`config.mk`:
```
export PLATFORM = sky130hd
export DESIGN_NAME = rx_ring_dma
export DESIGN_NICKNAME = d
export VERILOG_FILES = /design/src/rtl/rx_ring_dma.sv
export SDC_FILE = /design/constraint.sdc
export NUM_CORES = 1
export LEC_CHECK = 0
export BUFFER_PORTS_ARGS = -buffer_cell sky130_fd_sc_hd__buf_2
export CAP_MARGIN = 25
export CORE_ASPECT_RATIO = 1.75
export CORE_MARGIN = 2
export CORE_UTILIZATION = 30
export DETAILED_ROUTE_END_ITERATION = 8
export PLACE_DENSITY = 0.5
export SLEW_MARGIN = 20
export SYNTH_ARGS = -nofsm -noshare
export SYNTH_HDL_FRONTEND = slang
export SYNTH_SLANG_ARGS = --single-unit
export TNS_END_PERCENT = 10
```
`constraint.sdc`:
```
create_clock -name clk -period 10.1 [get_ports clk]
set_clock_uncertainty 0.1 [all_clocks]
set_input_delay 2.525 -clock clk [delete_from_list [all_inputs] [get_ports clk]]
set_output_delay 2.525 -clock clk [all_outputs]
set_load 0.02 [all_outputs]
```
`src/rtl/rx_ring_dma.sv`:
```
`timescale 1ns/1ps
module rx_ring_dma #(
  parameter int AW = 16,
  parameter int SW = 14,
  parameter int CW = 8
) (
  input  logic          clk,
  input  logic          rst_n,
  input  logic          ring_64k,
  input  logic          dma_mode,
  input  logic          frm_start,
  input  logic [AW-1:0] frm_len,
  input  logic          wd_valid,
  input  logic [15:0]   wd_data,
  input  logic [15:0]   rx_evt_in,
  input  logic          hst_rd,
  input  logic          hst_wr,
  input  logic [1:0]    hst_sel,
  input  logic [15:0]   hst_wdata,
  output logic [15:0]   hst_rdata,
  output logic          dma_we,
  output logic [AW-1:0] dma_addr,
  output logic [15:0]   dma_wdata,
  output logic          ovf_evt
);
  localparam logic [AW-1:0] SMALL_MASK = AW'((1 << SW) - 1);

  logic [AW-1:0] mask, wp, cur, fstart, wnext, sof, cstart, wleft;
  logic [CW-1:0] cnt, cnt_base;
  logic          act, drop, committed;
  logic [AW:0]   need, free, wl_init;
  logic          fcnt_rd, bev_rd, rst_cmd, accept, last, done;

  assign mask    = ring_64k ? '1 : SMALL_MASK;
  assign need    = ({1'b0, frm_len} + (AW+1)'(3)) & ~(AW+1)'(3);
  assign wl_init = ({1'b0, frm_len} + (AW+1)'(1)) >> 1;
  assign free    = committed ? {1'b0, (cstart - wp) & mask} : {1'b0, mask} + (AW+1)'(1);

  assign fcnt_rd = hst_rd && hst_sel == 2'd0;
  assign bev_rd  = hst_rd && hst_sel == 2'd2;
  assign rst_cmd = hst_wr && hst_sel == 2'd2 && hst_wdata[0];

  assign accept  = frm_start && !act && frm_len != '0 && !rst_cmd;
  assign ovf_evt = accept && need > free;
  assign last    = act && wd_valid && wleft == AW'(1);
  assign done    = last && !drop && !rst_cmd;

  assign dma_we    = act && !drop && wd_valid;
  assign dma_addr  = cur;
  assign dma_wdata = wd_data;

  assign cnt_base = fcnt_rd ? '0 : cnt;

  always_comb begin
    case (hst_sel)
      2'd0:    hst_rdata = 16'(cnt);
      2'd1:    hst_rdata = 16'(sof);
      2'd2:    hst_rdata = {8'h00, cnt != '0, 7'h00};
      default: hst_rdata = dma_mode ? 16'h0000 : rx_evt_in;
    endcase
  end

  always_ff @(posedge clk) begin
    if (!rst_n || rst_cmd) begin
      wp <= '0; cur <= '0; fstart <= '0; wnext <= '0; sof <= '0; cstart <= '0;
      wleft <= '0; cnt <= '0; act <= 1'b0; drop <= 1'b0; committed <= 1'b0;
    end else begin
      if (accept) begin
        act    <= 1'b1;
        drop   <= ovf_evt;
        cur    <= wp;
        fstart <= wp;
        wleft  <= wl_init[AW-1:0];
        wnext  <= (wp + need[AW-1:0]) & mask;
      end else if (act && wd_valid) begin
        cur   <= (cur + AW'(2)) & mask;
        wleft <= wleft - AW'(1);
        if (last) begin
          act <= 1'b0;
          if (!drop) begin
            wp  <= wnext;
            sof <= fstart;
          end
        end
      end

      if (done && cnt_base != '1) cnt <= cnt_base + CW'(1);
      else                        cnt <= cnt_base;

      if (fcnt_rd) begin
        committed <= cnt != '0;
        cstart    <= sof;
      end else if (bev_rd && committed && cnt != '0) begin
        committed <= 1'b0;
      end
    end
  end


  addr_step_chk: assert property (@(posedge clk) disable iff (!rst_n)
    (dma_we && $past(dma_we) && !$past(last) && !$past(rst_cmd) && $stable(ring_64k))
      |-> dma_addr == (($past(dma_addr) + AW'(2)) & mask));


  cnt_clear_chk: assert property (@(posedge clk) disable iff (!rst_n)
    (fcnt_rd && !done) |=> cnt == '0);


  flag_keep_chk: assert property (@(posedge clk) disable iff (!rst_n)
    (bev_rd && cnt != '0 && !rst_cmd) |=> hst_sel != 2'd2 || hst_rdata[7]);


  implied_skip_chk: assert property (@(posedge clk) disable iff (!rst_n)
    (bev_rd && committed && cnt != '0) |=> !committed);


  reset_cmd_chk: assert property (@(posedge clk) disable iff (!rst_n)
    rst_cmd |=> (wp == '0 && cnt == '0 && !committed && !act));


  rxevt_zero_chk: assert property (@(posedge clk) disable iff (!rst_n)
    (dma_mode && hst_sel == 2'd3) |-> hst_rdata == 16'h0000);
endmodule

```
==> metrics.md <==
| Metric | Value |
|---|---|
| GRT busiest layer | `met2` |
| H-tree Lvls | `4` |
| Die area | `26,600 µm²` |
| CTS Sinks | `about 120` |
| GR met1 Demand/Resource | `about a fifth` |
| Port-buffer cells | `76` |
| Synth warn | `0` |
| Final Hold Fails | `0` |
| Largest cells by area after synthesis | `dfxtp_1, nand2_1, ha_1` |
| Seq cells post-synth | `roughly 120` |
| Horiz. Die Dim | `~120 µm` |
| Most common library cells after synthesis | `nand2_1, dfxtp_1, a21oi_1` |
| Layout cells sized above 1 | `between 10% and 20%` |
| Fillers | `2,705` |
| I/O pin count | `between 100 and 150` |
| Post-synthesis cell type count | `64` |
| Max FO, Critical Path | `6` |
| Status | `complete, no violations` |
| Hold Crit Class | `reg -> reg` |
| Post-Syn Nets | `around 1,100` |
| TritonCTS clock tree | `built` |
| Post-CTS setup buffers | `0` |
| First-pass GRT wire length | `around 38,000 µm` |
| Total GRT Usage | `between 15 and 20%` |
| Setup TNS | `0 ns` |
| Die height | `~210 µm` |
| Synth Cell Area | `7580 µm²` |
| Via Count | `7,029` |
| Leakage power | `3.43 nW` |
| Pint | `roughly 0.00093 W` |
| Vias in the first global route | `6,828` |
| Largest net degree at the start of global routing | `a little over 70` |
| Critical Path Start Type | `primary input` |
| Crit Path Category | `in -> out` |
| Drt drc | `0` |
| Crit path DAT | `~5.3 ns` |
| Critical path, cell by cell | `buf_2 > inv_1 > ha_1 > nor3_1 > nand2_1 > xnor2_1 > ha_1 > a21o_1 > a21o_1 > a21oi_1 > nand2_1 > o21ai_0 > a21boi_0 > buf_2` |
| Top-area cell type share of the netlist area | `about a third` |
| Drt wl/cell | `approximately 18 µm` |
| Num CTS Buffers | `17` |
| Max Slew Vio Count | `0` |
| Gr ovfl total | `0` |
| Switching share of power | `between 20% and 30%` |
| DRT Pass-1 Iters | `4` |
| Ant diodes | `0` |
| Syn_area_per_cell | `approximately 7.6 µm²` |
| Final WS setup | `2.22 ns` |
| WP data required | `7.48 ns` |
| Detailed Place HPWL | `about 18,000 µm` |
| Post-synthesis sequential area ratio | `between 30% and 40%` |
| Hold Buf Count CTS | `0` |
| Clk slew on worst S/H paths | `approximately 0.060 ns` |
| Period Utilization, post-route | `between 70% and 80%` |
| Post-Place Worst Slack | `about 2.2 ns` |
| Crit path max-delay cell type | `nor3_1` |
| Antenna viol nets, final | `0` |
| Total Wirelength | `24,000 µm` |
| CTS root buffer | `clkbuf_16` |
| CP bufs+invs | `3` |
| Placer congestion estimate | `roughly 0.87` |
| R2R Setup Slk | `between 6 and 7 ns` |
| Initial drt markers | `309` |
| Nets | `about 1,200` |
| CTS Buffer Depth | `2` |
| GR Layer Usage met3 | `approximately 2.8%` |
| Max-Cap Viols | `0` |
| Via density | `just over 5` |
| Cell family with most CP delay | `compound AO/OA/AOI/OAI gates` |
| Ys flop type | `dfxtp_1` |
| P&R area growth vs syn | `14.6%` |
| Post-synth ARST share | `0%` |
| Mapped Cells | `roughly 1,000` |
| Overall power | `between 0.001 and 0.0015 W` |
| Row cnt | `a little under 80` |
| Max VDD drop | `98.1 µV` |
| Initial antenna violation count | `0` |
| CP peak stage delay | `between 0.3 and 0.4 ns` |
| Post-synth EDFFs | `0` |
| Initial Utilization | `approximately 30%` |
| Slew margin rel. | `33.5%` |
| Worst setup EP type | `output pin` |
| Cts repair resizes | `0` |
| Skew-Pair Late Insertion Delay | `between 0.4 and 0.5 ns` |
| Largest area contributor in the netlist | `dfxtp_1` |
| Core Footprint | `25,000 µm²` |
| Reg power frac | `between 30% and 40%` |
| Worst-Margin Slew | `just under 1 ns` |
| Clock network fraction of total power | `50.2%` |
| Comb pwr share | `11.3%` |
| GR Layer Usage met2 | `about 34%` |
| Endpoints failing setup | `0` |
| Cell Pwr Density | `147 nW/µm²` |
| Fmax | `approximately 130 MHz` |
| Net Sw Power | `0.000347 W` |
| RSZ-0062 raised after global routing | `false` |
| Min cycle time layout | `7.88 ns` |
| Count leader, synth | `nand2_1` |
## per-layer routing
layer / wire length, µm / share of wire (%) / vias up
met4: 818 / 3.4 / 0
met2: 12800 / 53 / 122
li1: - / - / 3530
met1: 9770 / 41 / 3329
met5: 0 / 0 / -
met3: 613 / 2.6 / 48
## layout by cell type (no fill, tap or decap), types with 5 or more instances in the layout
master       n
a211o_1      6
a211oi_1    24
a21o_1      18
a21oi_1    107
a31oi_1     12
and2_1       9
and3_1      12
buf_2       76
buf_4        5
clkbuf_16   17
dfxtp_1    119
ha_1        49
inv_1       28
mux2i_1     11
nand2_1    188
nand3_1     36
nand3b_1     7
nand4_1     14
nor2_1      68
nor2b_1     23
nor3_1      16
nor4_1       9
o21a_1       9
o21ai_0     31
or3_1        7
xnor2_1     38
xor2_1      24
## worst min-delay path: cells and delay by family, from the launching register on
kind | cells | cell delay, ns
and+or+nand+nor | 1 | 0.05
AOI/OAI and AO/OA | 1 | 0.05
DFF | 1 | 0.30
## cell families after synthesis
family                   share of synthesized area [%]
AO/OA/AOI/OAI                                     18.7
XOR/XNOR                                          7.17
adder cells (fa/ha/maj)                           8.62
buffers and inverters                             6.06
flip-flops                                        31.4
multiplexers                                      1.60
AND/OR/NAND/NOR                                   26.4
## state kept, by name (all words and copies together), names as in the netlist
signal,count
cstart,16
dma_addr,16
fstart,16
wleft,16
wp,16
sof,14
wnext,14
cnt,8
act,1
committed,1
drop,1
## area by class of cell
type	count	area [µm²]	area share, %
multi-input combinational	779	4760	54.8
inverter	28	105	1.21
sequential	119	2380	27.4
tap	316	395	4.55
timing repair buffer	82	433	4.98
clock buffer	19	443	5.10
clock inverter	13	170	1.96
## metrics by stage
stage / cells / cell area [µm²] / hold slack [ns] / util (%)
2_1_floorplan: 998 / 7580 / 0.332 / -
3_3_place_gp: 1323 / 8060 / 0.338 / 32.2
3_5_place_dp: 1323 / 8060 / 0.343 / 32.2
4_1_cts: 1355 / 8670 / 0.351 / 34.6
5_1_grt: 1356 / 8690 / 0.368 / 34.7
6_report: 1356 / 8690 / 0.351 / 34.7
## power by group through the flow
| stage | Sequential, W | Combinational, W | Clock (W) |
|---|---|---|---|
| after floorplan | 0.000499 | 0.000107 | 0 |
| after global placement | 0.000501 | 0.000144 | 0 |
| after detailed placement | 0.000501 | 0.000144 | 0 |
| after CTS | 0.000490 | 0.000145 | 0.000653 |
| after global routing | 0.000492 | 0.000160 | 0.000668 |
| final | 0.000491 | 0.000144 | 0.000640 |
## worst paths after layout
path              depth (start not counted)                   start                  end
setup / recovery                         14              frm_len[0]              ovf_evt
hold / removal                            2  fstart[3]$_SDFFE_PP0P_  sof[3]$_SDFFE_PP0P_
setup reg to reg                         15      wp[0]$_SDFFE_PP0P_    drop$_SDFFE_PP0P_
hold reg to reg                           2  fstart[3]$_SDFFE_PP0P_  sof[3]$_SDFFE_PP0P_
Power figures use the tool's default switching activity.
